$ cat src/rtl/tsr_pkg.sv
package tsr_pkg;

    localparam int NIN  = 2;
    localparam int NST  = 2;
    localparam int PC_W = $clog2(NST + 1);

    typedef logic [NIN-1:0] in_vec_t;
    typedef logic [NST-1:0] st_vec_t;

    typedef struct packed {
        logic x1;
        logic x0;
    } in_fields_t;

    function automatic st_vec_t next_fn(input in_vec_t iv, input st_vec_t s);
        in_fields_t f;
        st_vec_t    n;
        f    = in_fields_t'(iv);
        n[0] = (f.x0 & ~f.x1) | (~f.x1 & s[0]) | (~f.x1 & s[1]);
        n[1] = (f.x0 & f.x1) | (~f.x0 & s[1]);
        return n;
    endfunction

    function automatic logic out_fn(input in_vec_t iv, input st_vec_t s);
        in_fields_t f;
        f = in_fields_t'(iv);
        return s[1] | (~f.x0 & s[0]) | (~f.x1 & s[0]);
    endfunction

    function automatic logic [PC_W-1:0] popcnt(input st_vec_t v);
        logic [PC_W-1:0] c;
        c = '0;
        for (int i = 0; i < NST; i++) begin
            c = c + PC_W'(v[i]);
        end
        return c;
    endfunction

endpackage

$ cat src/rtl/tsr_sync.sv
module tsr_sync #(
    parameter int W      = 2,
    parameter int STAGES = 2
) (
    input  logic         clk,
    input  logic         rst,
    input  logic [W-1:0] d,
    output logic [W-1:0] q
);
    logic [W-1:0] stg [STAGES];

    always_ff @(posedge clk) begin
        if (rst) stg[0] <= '0;
        else     stg[0] <= d;
    end

    for (genvar k = 1; k < STAGES; k++) begin : g_stage
        always_ff @(posedge clk) begin
            if (rst) stg[k] <= '0;
            else     stg[k] <= stg[k-1];
        end
    end

    assign q = stg[STAGES-1];
endmodule

$ cat src/rtl/tsr_tbit.sv
module tsr_tbit (
    input  logic clk,
    input  logic rst,
    input  logic nxt,
    output logic q,
    output logic upd
);
    assign upd = ~rst & (nxt ^ q);

    always_ff @(posedge clk) begin
        if (rst) q <= 1'b0;
        else     q <= q ^ upd;
    end
endmodule

$ cat src/rtl/tsr_actcnt.sv
module tsr_actcnt
    import tsr_pkg::*;
#(
    parameter int CNT_W = 8
) (
    input  logic             clk,
    input  logic             rst,
    input  st_vec_t          strb,
    output logic [CNT_W-1:0] cnt
);
    always_ff @(posedge clk) begin
        if (rst) cnt <= '0;
        else     cnt <= cnt + CNT_W'(popcnt(strb));
    end
endmodule

$ cat src/rtl/tsr_top.sv
module tsr_top
    import tsr_pkg::*;
#(
    parameter int SYNC_STAGES = 2,
    parameter int CNT_W       = 8
) (
    input  logic             clk,
    input  logic             rst,
    input  logic [NIN-1:0]   in_raw,
    output logic [NST-1:0]   state_q,
    output logic [NST-1:0]   upd_strb,
    output logic             out_z,
    output logic [CNT_W-1:0] upd_cnt
);
    in_vec_t in_s;
    st_vec_t next_s;

    tsr_sync #(.W(NIN), .STAGES(SYNC_STAGES)) u_sync (
        .clk (clk),
        .rst (rst),
        .d   (in_raw),
        .q   (in_s)
    );

    assign next_s = next_fn(in_s, state_q);
    assign out_z  = out_fn(in_s, state_q);

    for (genvar b = 0; b < NST; b++) begin : g_bit
        tsr_tbit u_tbit (
            .clk (clk),
            .rst (rst),
            .nxt (next_s[b]),
            .q   (state_q[b]),
            .upd (upd_strb[b])
        );
    end

    tsr_actcnt #(.CNT_W(CNT_W)) u_cnt (
        .clk  (clk),
        .rst  (rst),
        .strb (upd_strb),
        .cnt  (upd_cnt)
    );
endmodule

$ cat config.mk
export PLATFORM = sky130hd
export DESIGN_NAME = tsr_top
export DESIGN_NICKNAME = d
export VERILOG_FILES = /design/src/rtl/tsr_pkg.sv /design/src/rtl/tsr_sync.sv /design/src/rtl/tsr_tbit.sv /design/src/rtl/tsr_actcnt.sv /design/src/rtl/tsr_top.sv
export SDC_FILE = /design/constraint.sdc
export NUM_CORES = 1
export LEC_CHECK = 0
export ABC_AREA = 1
export BUFFER_PORTS_ARGS = -buffer_cell sky130_fd_sc_hd__buf_2
export CORE_AREA = 8 8 45 47
export CTS_CLUSTER_SIZE = 24
export DETAILED_ROUTE_END_ITERATION = 7
export DIE_AREA = 0 0 53 55
export MAX_ROUTING_LAYER = met4
export PLACE_DENSITY = 0.72
export RECOVER_POWER = 100
export SYNTH_ARGS = -nofsm -noshare
export SYNTH_HDL_FRONTEND = slang
export SYNTH_HIERARCHICAL = 1
export SYNTH_SLANG_ARGS = --single-unit
$ cat constraint.sdc
create_clock -name clk -period 4.3 [get_ports clk]
set_input_delay 0.645 -clock clk [delete_from_list [all_inputs] [get_ports clk]]
set_output_delay 0.645 -clock clk [all_outputs]
set_load 0.005 [all_outputs]
==> summary.txt, run 1 <==
Clocking
  • Clock latency at the later pin of the worst-skew pair: 0.27 ns
  • Clk sink count: 14
  • CTS tree: done
  • CTS root buf: clkbuf_4
  • CTS Buffer Depth: 2
  • Post-CTS Setup Bufs: 0
  • Post-CTS Hold Buffers: 0
  • CTS H-tree lvls: 1
  • Reg clk slew, reported paths: 0.08 ns
  • CTS buffer count: 3
  • Post-cts resize count: 0

Synth
  • Yosys Warn Count: 6
  • Post-Synthesis Cell Area: 614 µm²
  • Mean Syn Cell Area: 7.06 µm²
  • Post-synth cell types: 13
  • Post-Synthesis Cells: 87
  • Synth top area cells: dfxtp_1 (46%), inv_1 (12%), nor2_1 (12%), nand2_1 (11%), nor2_4 (3.7%)
  • Area leader, netlist: dfxtp_1
  • Share of the synthesized area in the top cell type: 45.6%
  • Seq/Total Area, Yosys: 45.6%
  • Syn Nets: 93
  • Synthesized flop and latch total: 14

Outcome
  • Status: finished clean

Worst setup path
  • Critical Path AT: 2.32 ns
  • Worst Path Required: 4.45 ns
  • Critical setup path kind: flop to flop
  • Critical path capture point type: flop
  • Startpoint Class: flop
  • CP Max Fanout: 5

GRT
  • GRT Total Usage: 9.30%
  • Number of global-route vias before repair: 480
  • Largest net degree at the start of global routing: 14
  • First-pass GRT wire length: 1.95 mm
  • Antenna violations before repair: 0
  • Gr ovfl total: 0

Pwr
  • Cell Pwr Density: 333 nW/µm²
  • Sw Ratio: 21.3%
  • Net Sw Power: 0.0521 mW
  • Internal power: 0.192 mW
  • Combinational share of power: 7.2%
  • Clock Power Share: 37.3%
  • LEAKAGE: 0.374 nW
  • Sequential cell fraction of total power: 55.5%
  • Worst ir drop on vdd: 0.226 mV

Floorplanning
  • Top Ports: 17
  • Die ar.: 2920 µm²
  • Row count: 14
  • Initial Util: 44.4%
  • Die height: 55 µm
  • Core ar.: 1380 µm²
  • Chip width: 53 µm

Finish
  • Area added between synthesis and finish: 19.6%
  • Final net count: 114
  • Commonest cells after routing, fill and taps aside: inv_1 (20), nor2_1 (20), nand2_1 (18), dfxtp_1 (14), buf_2 (9)
  • Final Non-Filler Cells: 123
  • Sequential standard cell area: 280 µm²
  • FILL cells: 142
  • Final core occ: 53.1%
  • Area occupied by multi-input gates: 251 µm²
  • # diodes: 0
  • Share of cells above drive strength 1: 14.0%

Timing
  • Sum Neg Setup Slack: 0 ns
  • Post-Route Skew: 0.00300 ns
  • Max Clk Rate: 461 MHz
  • Number of hold violations in the final report: 0
  • Pins Over Slew Limit: 0
  • Min Tclk post-route: 2.17 ns
  • Unrepaired setup endpoints after global routing: false
  • Max transition margin: 65.5%
  • Final number of setup-violating endpoints: 0
  • Least-Margin Pin Slew: 0.517 ns
  • Tcrit/Tclk final: 50.4%

Place
  • Dpl hpwl: 862 µm
  • Cells after DPL: 119
  • Placer Congestion: 0.837
  • Input/output buffers: 16

Routing
  • 1st-iter DRT viols: 5
  • Via density: 4.31
  • Remaining DRCs: 0
  • Routed WL: 1.08 mm
  • Total iterations of the first detailed-routing run: 2
  • Wire per inst: 8.80 µm
  • Vias post-DR: 530
  • Antenna Nets Post-Route: 0

Run
  • Max Cap Violations: 0

Hold path
  • Worst hold path class: flop to flop
## metrics by stage
step / instance area [µm²] / setup WS (ns) / hold WS, ns / power (mW)
finish: 734 / 2.13 / 0.409 / 0.244
CTS: 751 / 2.17 / 0.411 / 0.251
global route: 734 / 1.90 / 0.434 / 0.263
floorplan: 614 / 2.26 / 0.388 / 0.149
global placement: 714 / 2.01 / 0.389 / 0.157
detailed placement: 714 / 1.99 / 0.397 / 0.158
## logic make-up (layout without fill, tap and decap cells)
group,after synthesis,count (layout),synth area share [%]
xor+xnor,1,1,1.43
buf+inv,20,40,12.2
flops,14,14,45.6
compound gates,5,5,4.07
simple gates,45,45,31.4
fa+ha+maj,2,2,5.30
## worst max-delay path, cell delays in order (launching register included)
cell and delay (ns):
dfxtp_1 0.40, inv_1 0.08, o21ai_0 0.27, o21ai_0 0.13
nor2_1 0.12, inv_1 0.07, fa_1 0.41, inv_1 0.07
ha_1 0.17, nand3_1 0.12, xor2_1 0.15, nor2_1 0.05
## synthesized netlist by cell type
cell / number
a21oi_1: 2
dfxtp_1: 14
fa_1: 1
ha_1: 1
inv_1: 20
nand2_1: 18
nand2_2: 1
nand3_1: 4
nor2_1: 19
nor2_4: 2
nor3_1: 1
o21ai_1: 3
xor2_1: 1
## per-layer routing
layer / wire (µm) / vias up / track usage, %
li1: - / 293 / -
met1: 518 / 222 / 10.7
met2: 467 / 11 / 13.3
met3: 68 / 4 / 3.21
met4: 29 / 0 / 6.47
met5: 0 / - / -
## power by group through the flow
stage	logic [mW]	registers [mW]	clock network [mW]
floorplan	0.0106	0.139	0
global placement	0.0183	0.139	0
detailed placement	0.0189	0.139	0
CTS	0.0190	0.136	0.0961
global route	0.0211	0.137	0.106
finish	0.0176	0.136	0.0911
## path summary, 6_finish.rpt
path	start	endpoint	slack, ns	depth (start not counted)
setup / recovery	flop	u_cnt/cnt[4]	2.13	11
hold / removal	u_sync/stg[0][1]	u_sync/stg[1][1]	0.41	2
setup reg to reg	flop	u_cnt/cnt[4]	2.13	11
hold reg to reg	u_sync/stg[0][1]	u_sync/stg[1][1]	0.41	2
## area by class of cell
class | count | area share, %
inverters | 20 | 10.2
repair buffers | 16 | 9.71
well taps | 16 | 2.73
clock buffers | 4 | 4.94
flip-flops and latches | 14 | 38.2
multi-input cells | 53 | 34.2
Power figures use the tool's default switching activity.
==> run 2, diff against run 1 <==
--- a/config.mk
+++ b/config.mk
@@ -5,14 +5,14 @@
 export SDC_FILE = /design/constraint.sdc
 export NUM_CORES = 1
 export LEC_CHECK = 0
-export ABC_AREA = 1
+export ABC_AREA = 0
 export BUFFER_PORTS_ARGS = -buffer_cell sky130_fd_sc_hd__buf_2
 export CORE_AREA = 8 8 45 47
 export CTS_CLUSTER_SIZE = 24
 export DETAILED_ROUTE_END_ITERATION = 7
 export DIE_AREA = 0 0 53 55
 export MAX_ROUTING_LAYER = met4
-export PLACE_DENSITY = 0.72
+export PLACE_DENSITY = 0.68
 export RECOVER_POWER = 100
 export SYNTH_ARGS = -nofsm -noshare
 export SYNTH_HDL_FRONTEND = slang
==> constraint.sdc (replaced) <==
create_clock -name clk -period 2.2 [get_ports clk]
set_input_delay 0.33 -clock clk [delete_from_list [all_inputs] [get_ports clk]]
set_output_delay 0.33 -clock clk [all_outputs]
set_load 0.005 [all_outputs]
==> run 2 against run 1 <==
Sequential share of layout area is 1.3 points lower. Maximum frequency is 3.8% higher. Area after synthesis is 7.9% lower. Critical path depth unchanged. Register-to-register slack worse by 2.0 ns. Clock skew fell by 0.0010 ns. Die area is the same. Worst hold slack got worse by 0.15 ns. Combinational power grew 130%. Cell area increased by 4.9%. Cell count decreased by 18%.
==> summary.txt, run 2 <==
Synth
  • Synth top area cells: dfxtp_1 (50%), nor2b_1 (7.7%), nor2_1 (4.6%), xnor2_1 (4.6%), inv_1 (4.0%) (was dfxtp_1 (46%), inv_1 (12%), nor2_1 (12%), nand2_1 (11%), nor2_4 (3.7%))
  • Mean Syn Cell Area: 9.43 µm² (was 7.06 µm²)
  • Yosys Warn Count: 6 (unchanged)
  • Syn Nets: 66 (was 93)
  • Top FF cell, synth: dfxtp_1 (unchanged)
  • Post-synth cell types: 22 (was 13)
  • Mux contribution to synthesized area: 0% (unchanged)
  • Post-Synthesis Cell Area: 566 µm² (was 614 µm²)
  • Count leader, synth: dfxtp_1 (was inv_1)
  • Main combinational cell family by area after synthesis: simple AND/OR/NAND/NOR gates (unchanged)
  • Synth cell count leaders: dfxtp_1 (14), nor2_1 (7), nor2b_1 (7) (was inv_1 (20), nor2_1 (19), nand2_1 (18))
  • Seq/Total Area, Yosys: 49.6% (was 45.6%)
  • Synth Area in Simple Gates: 23.7% (was 31.4%)
  • Post-Synth XOR/XNOR Area: 7.74% (was 1.43%)
  • Synthesized flop and latch total: 14 (unchanged)
  • Post-synthesis compound-gate area fraction: 8.63% (was 4.07%)
  • Area leader, netlist: dfxtp_1 (unchanged)
  • Post-synth ARST share: 0% (unchanged)
  • Synth Area in Adders: 5.75% (was 5.30%)
  • Post-Synthesis Cells: 60 (was 87)
  • Share of the synthesized area in the top cell type: 49.6% (was 45.6%)
  • Post-synth EDFFs: 0 (unchanged)

Routing
  • Wire per inst: 11.2 µm (was 8.80 µm)
  • Vias post-DR: 466 (was 530)
  • 1st-iter DRT viols: 3 (was 5)
  • Total iterations of the first detailed-routing run: 2 (unchanged)
  • Antenna Nets Post-Route: 0 (unchanged)
  • Routed WL: 1.13 mm (was 1.08 mm)
  • Remaining DRCs: 0 (unchanged)
  • Via density: 4.61 (was 4.31)

GRT
  • Gr ovfl total: 0 (unchanged)
  • Largest net degree at the start of global routing: 9 (was 14)
  • GRT Total Usage: 8.84% (was 9.30%)
  • First-pass GRT wire length: 1.86 mm (was 1.95 mm)
  • Number of global-route vias before repair: 456 (was 480)
  • Antenna violations before repair: 0 (unchanged)

Worst setup path
  • Worst Path Required: 2.42 ns (was 4.45 ns)
  • CP Max Fanout: 4 (was 5)
  • Critical Path AT: 2.30 ns (was 2.32 ns)
  • Critical setup path kind: flop to flop (unchanged)
  • Critical path capture point type: flop (unchanged)
  • Startpoint Class: flop (unchanged)

Timing
  • Tcrit/Tclk final: 95.0% (was 50.4%)
  • Min Tclk post-route: 2.09 ns (was 2.17 ns)
  • Number of hold violations in the final report: 0 (unchanged)
  • Post-Route Skew: 0.00198 ns (was 0.00300 ns)
  • Unrepaired setup endpoints after global routing: true (was false)
  • Final number of setup-violating endpoints: 0 (unchanged)
  • Least-Margin Pin Slew: 0.278 ns (was 0.517 ns)
  • Pins Over Slew Limit: 0 (unchanged)
  • Max Clk Rate: 479 MHz (was 461 MHz)
  • Max transition margin: 81.3% (was 65.5%)
  • Min setup slack post-route: 0.111 ns (was 2.13 ns)

Clocking
  • CTS Buffer Depth: 2 (unchanged)
  • CTS tree: done (unchanged)
  • Clk sink count: 14 (unchanged)
  • Post-CTS Hold Buffers: 0 (unchanged)
  • Post-CTS Setup Bufs: 0 (unchanged)
  • CTS buffer count: 3 (unchanged)
  • CTS root buf: clkbuf_4 (unchanged)
  • Reg clk slew, reported paths: 0.09 ns (was 0.08 ns)
  • Clock latency at the later pin of the worst-skew pair: 0.27 ns (about the same)
  • CTS H-tree lvls: 1 (unchanged)

Floorplanning
  • Die ar.: 2920 µm² (unchanged)
  • Die height: 55 µm (unchanged)
  • Row count: 14 (unchanged)
  • Chip width: 53 µm (unchanged)
  • Top Ports: 17 (unchanged)
  • Initial Util: 40.9% (was 44.4%)
  • Core ar.: 1380 µm² (unchanged)

Pwr
  • LEAKAGE: 0.344 nW (was 0.374 nW)
  • Cell Pwr Density: 634 nW/µm² (was 333 nW/µm²)
  • Tot Pwr: 0.489 mW (was 0.244 mW)
  • Worst ir drop on vdd: 0.286 mV (was 0.226 mV)

Outcome
  • Status: finished clean (unchanged)

Place
  • Placer Congestion: 0.721 (was 0.837)
  • Dpl hpwl: 878 µm (was 862 µm)
  • Setup WS pre-CTS: -0.0561 ns (was 1.99 ns)
  • Input/output buffers: 16 (unchanged)

Finish
  • Final net count: 92 (was 114)
  • FILL cells: 135 (was 142)
  • Commonest cells after routing, fill and taps aside: buf_2 (16), dfxtp_1 (11), nor2b_1 (7) (was inv_1 (20), nor2_1 (20), nand2_1 (18), dfxtp_1 (14), buf_2 (9))
  • Share of cells above drive strength 1: 45.9% (was 14.0%)
  • # diodes: 0 (unchanged)
  • Area added between synthesis and finish: 36.3% (was 19.6%)
  • Most common cell after layout, fill and taps aside: buf_2

Hold path
  • Worst hold path class: primary input to flop (was flop to flop)

Run
  • Max Cap Violations: 0 (unchanged)
==> run 2: cell types whose count changed in the layout (fill, tap and decap cells not counted), sizes merged, moves of 7 or more <==
cell    delta
nor2      -14
nand2     -16
buf       +13
inv       -14
clkbuf     -7
nor2b      +7
==> run 2: power by group <==
| group | switching (mW) | internal, mW | total [mW] |
|---|---|---|---|
| sequential | 0.00386 | 0.261 | 0.265 |
| combinational | 0.0194 | 0.0212 | 0.0406 |
| clock | 0.0827 | 0.101 | 0.183 |
==> run 2: repair_timing <==
item	4_1_cts	5_1_grt
cloned	0	0
setup endpoints to repair	1	2
gates resized for setup	3	3
pin swaps	3	5
==> run 2: critical path: stages (launching register included) <==
cell,delay (ns)
dfxtp_2,0.37
inv_1,0.06
o21ai_2,0.16
xnor2_1,0.09
nor2_1,0.13
inv_1,0.08
fa_2,0.35
inv_1,0.06
ha_2,0.17
nand2_1,0.07
or3_4,0.37
a21oi_2,0.11
==> run 2: cell type report <==
type | count | area (µm²) | share of cell area (%)
inverter | 6 | 22.5 | 2.92
timing repair buffer | 22 | 125 | 16.2
sequential | 14 | 284 | 36.9
multi-input combinational | 39 | 283 | 36.7
tap | 16 | 20.0 | 2.60
clock buffer | 4 | 36.3 | 4.71
==> run 2: worst paths after layout <==
kind / startpoint / end / slack [ns] / cells after the start
worst max-delay path: flop / u_cnt/cnt[6] / 0.11 / 11
worst min register to register: u_sync/stg[0][0] / u_sync/stg[1][0] / 0.44 / 1
worst min-delay path: in_raw[0] / u_sync/stg[0][0] / 0.26 / 2
worst max register to register: flop / u_cnt/cnt[6] / 0.11 / 11
==> run 2: through the flow <==
step	utilization, %	instances	setup TNS (ns)	area [µm²]	hold WS [ns]
2_1_floorplan	-	60	0	577	0.394
3_3_place_gp	51.9	97	0	718	0.423
3_5_place_dp	51.9	97	-0.0561	718	0.428
4_1_cts	55.2	101	0	763	0.255
5_1_grt	55.7	101	-0.0540	771	0.262
6_report	55.7	101	0	771	0.263
==> run 2: kinds of logic after synthesis <==
| logic type | count (synthesis) |
|---|---|
| adders and majority gates | 2 |
| and+or+nand+nor | 24 |
| buffers and inverters | 7 |
| AOI/OAI and AO/OA | 8 |
| DFF | 14 |
| xor gates and xnor gates | 5 |
==> run 2: layer usage <==
| layer | vias up | track usage [%] | part of all wire [%] |
|---|---|---|---|
| li1 | 244 | - | - |
| met2 | 12 | 13.1 | 46 |
| met4 | 0 | 5.17 | 0.53 |
| met3 | 2 | 2.41 | 6.2 |
| met5 | - | - | 0 |
| met1 | 208 | 10.5 | 47 |
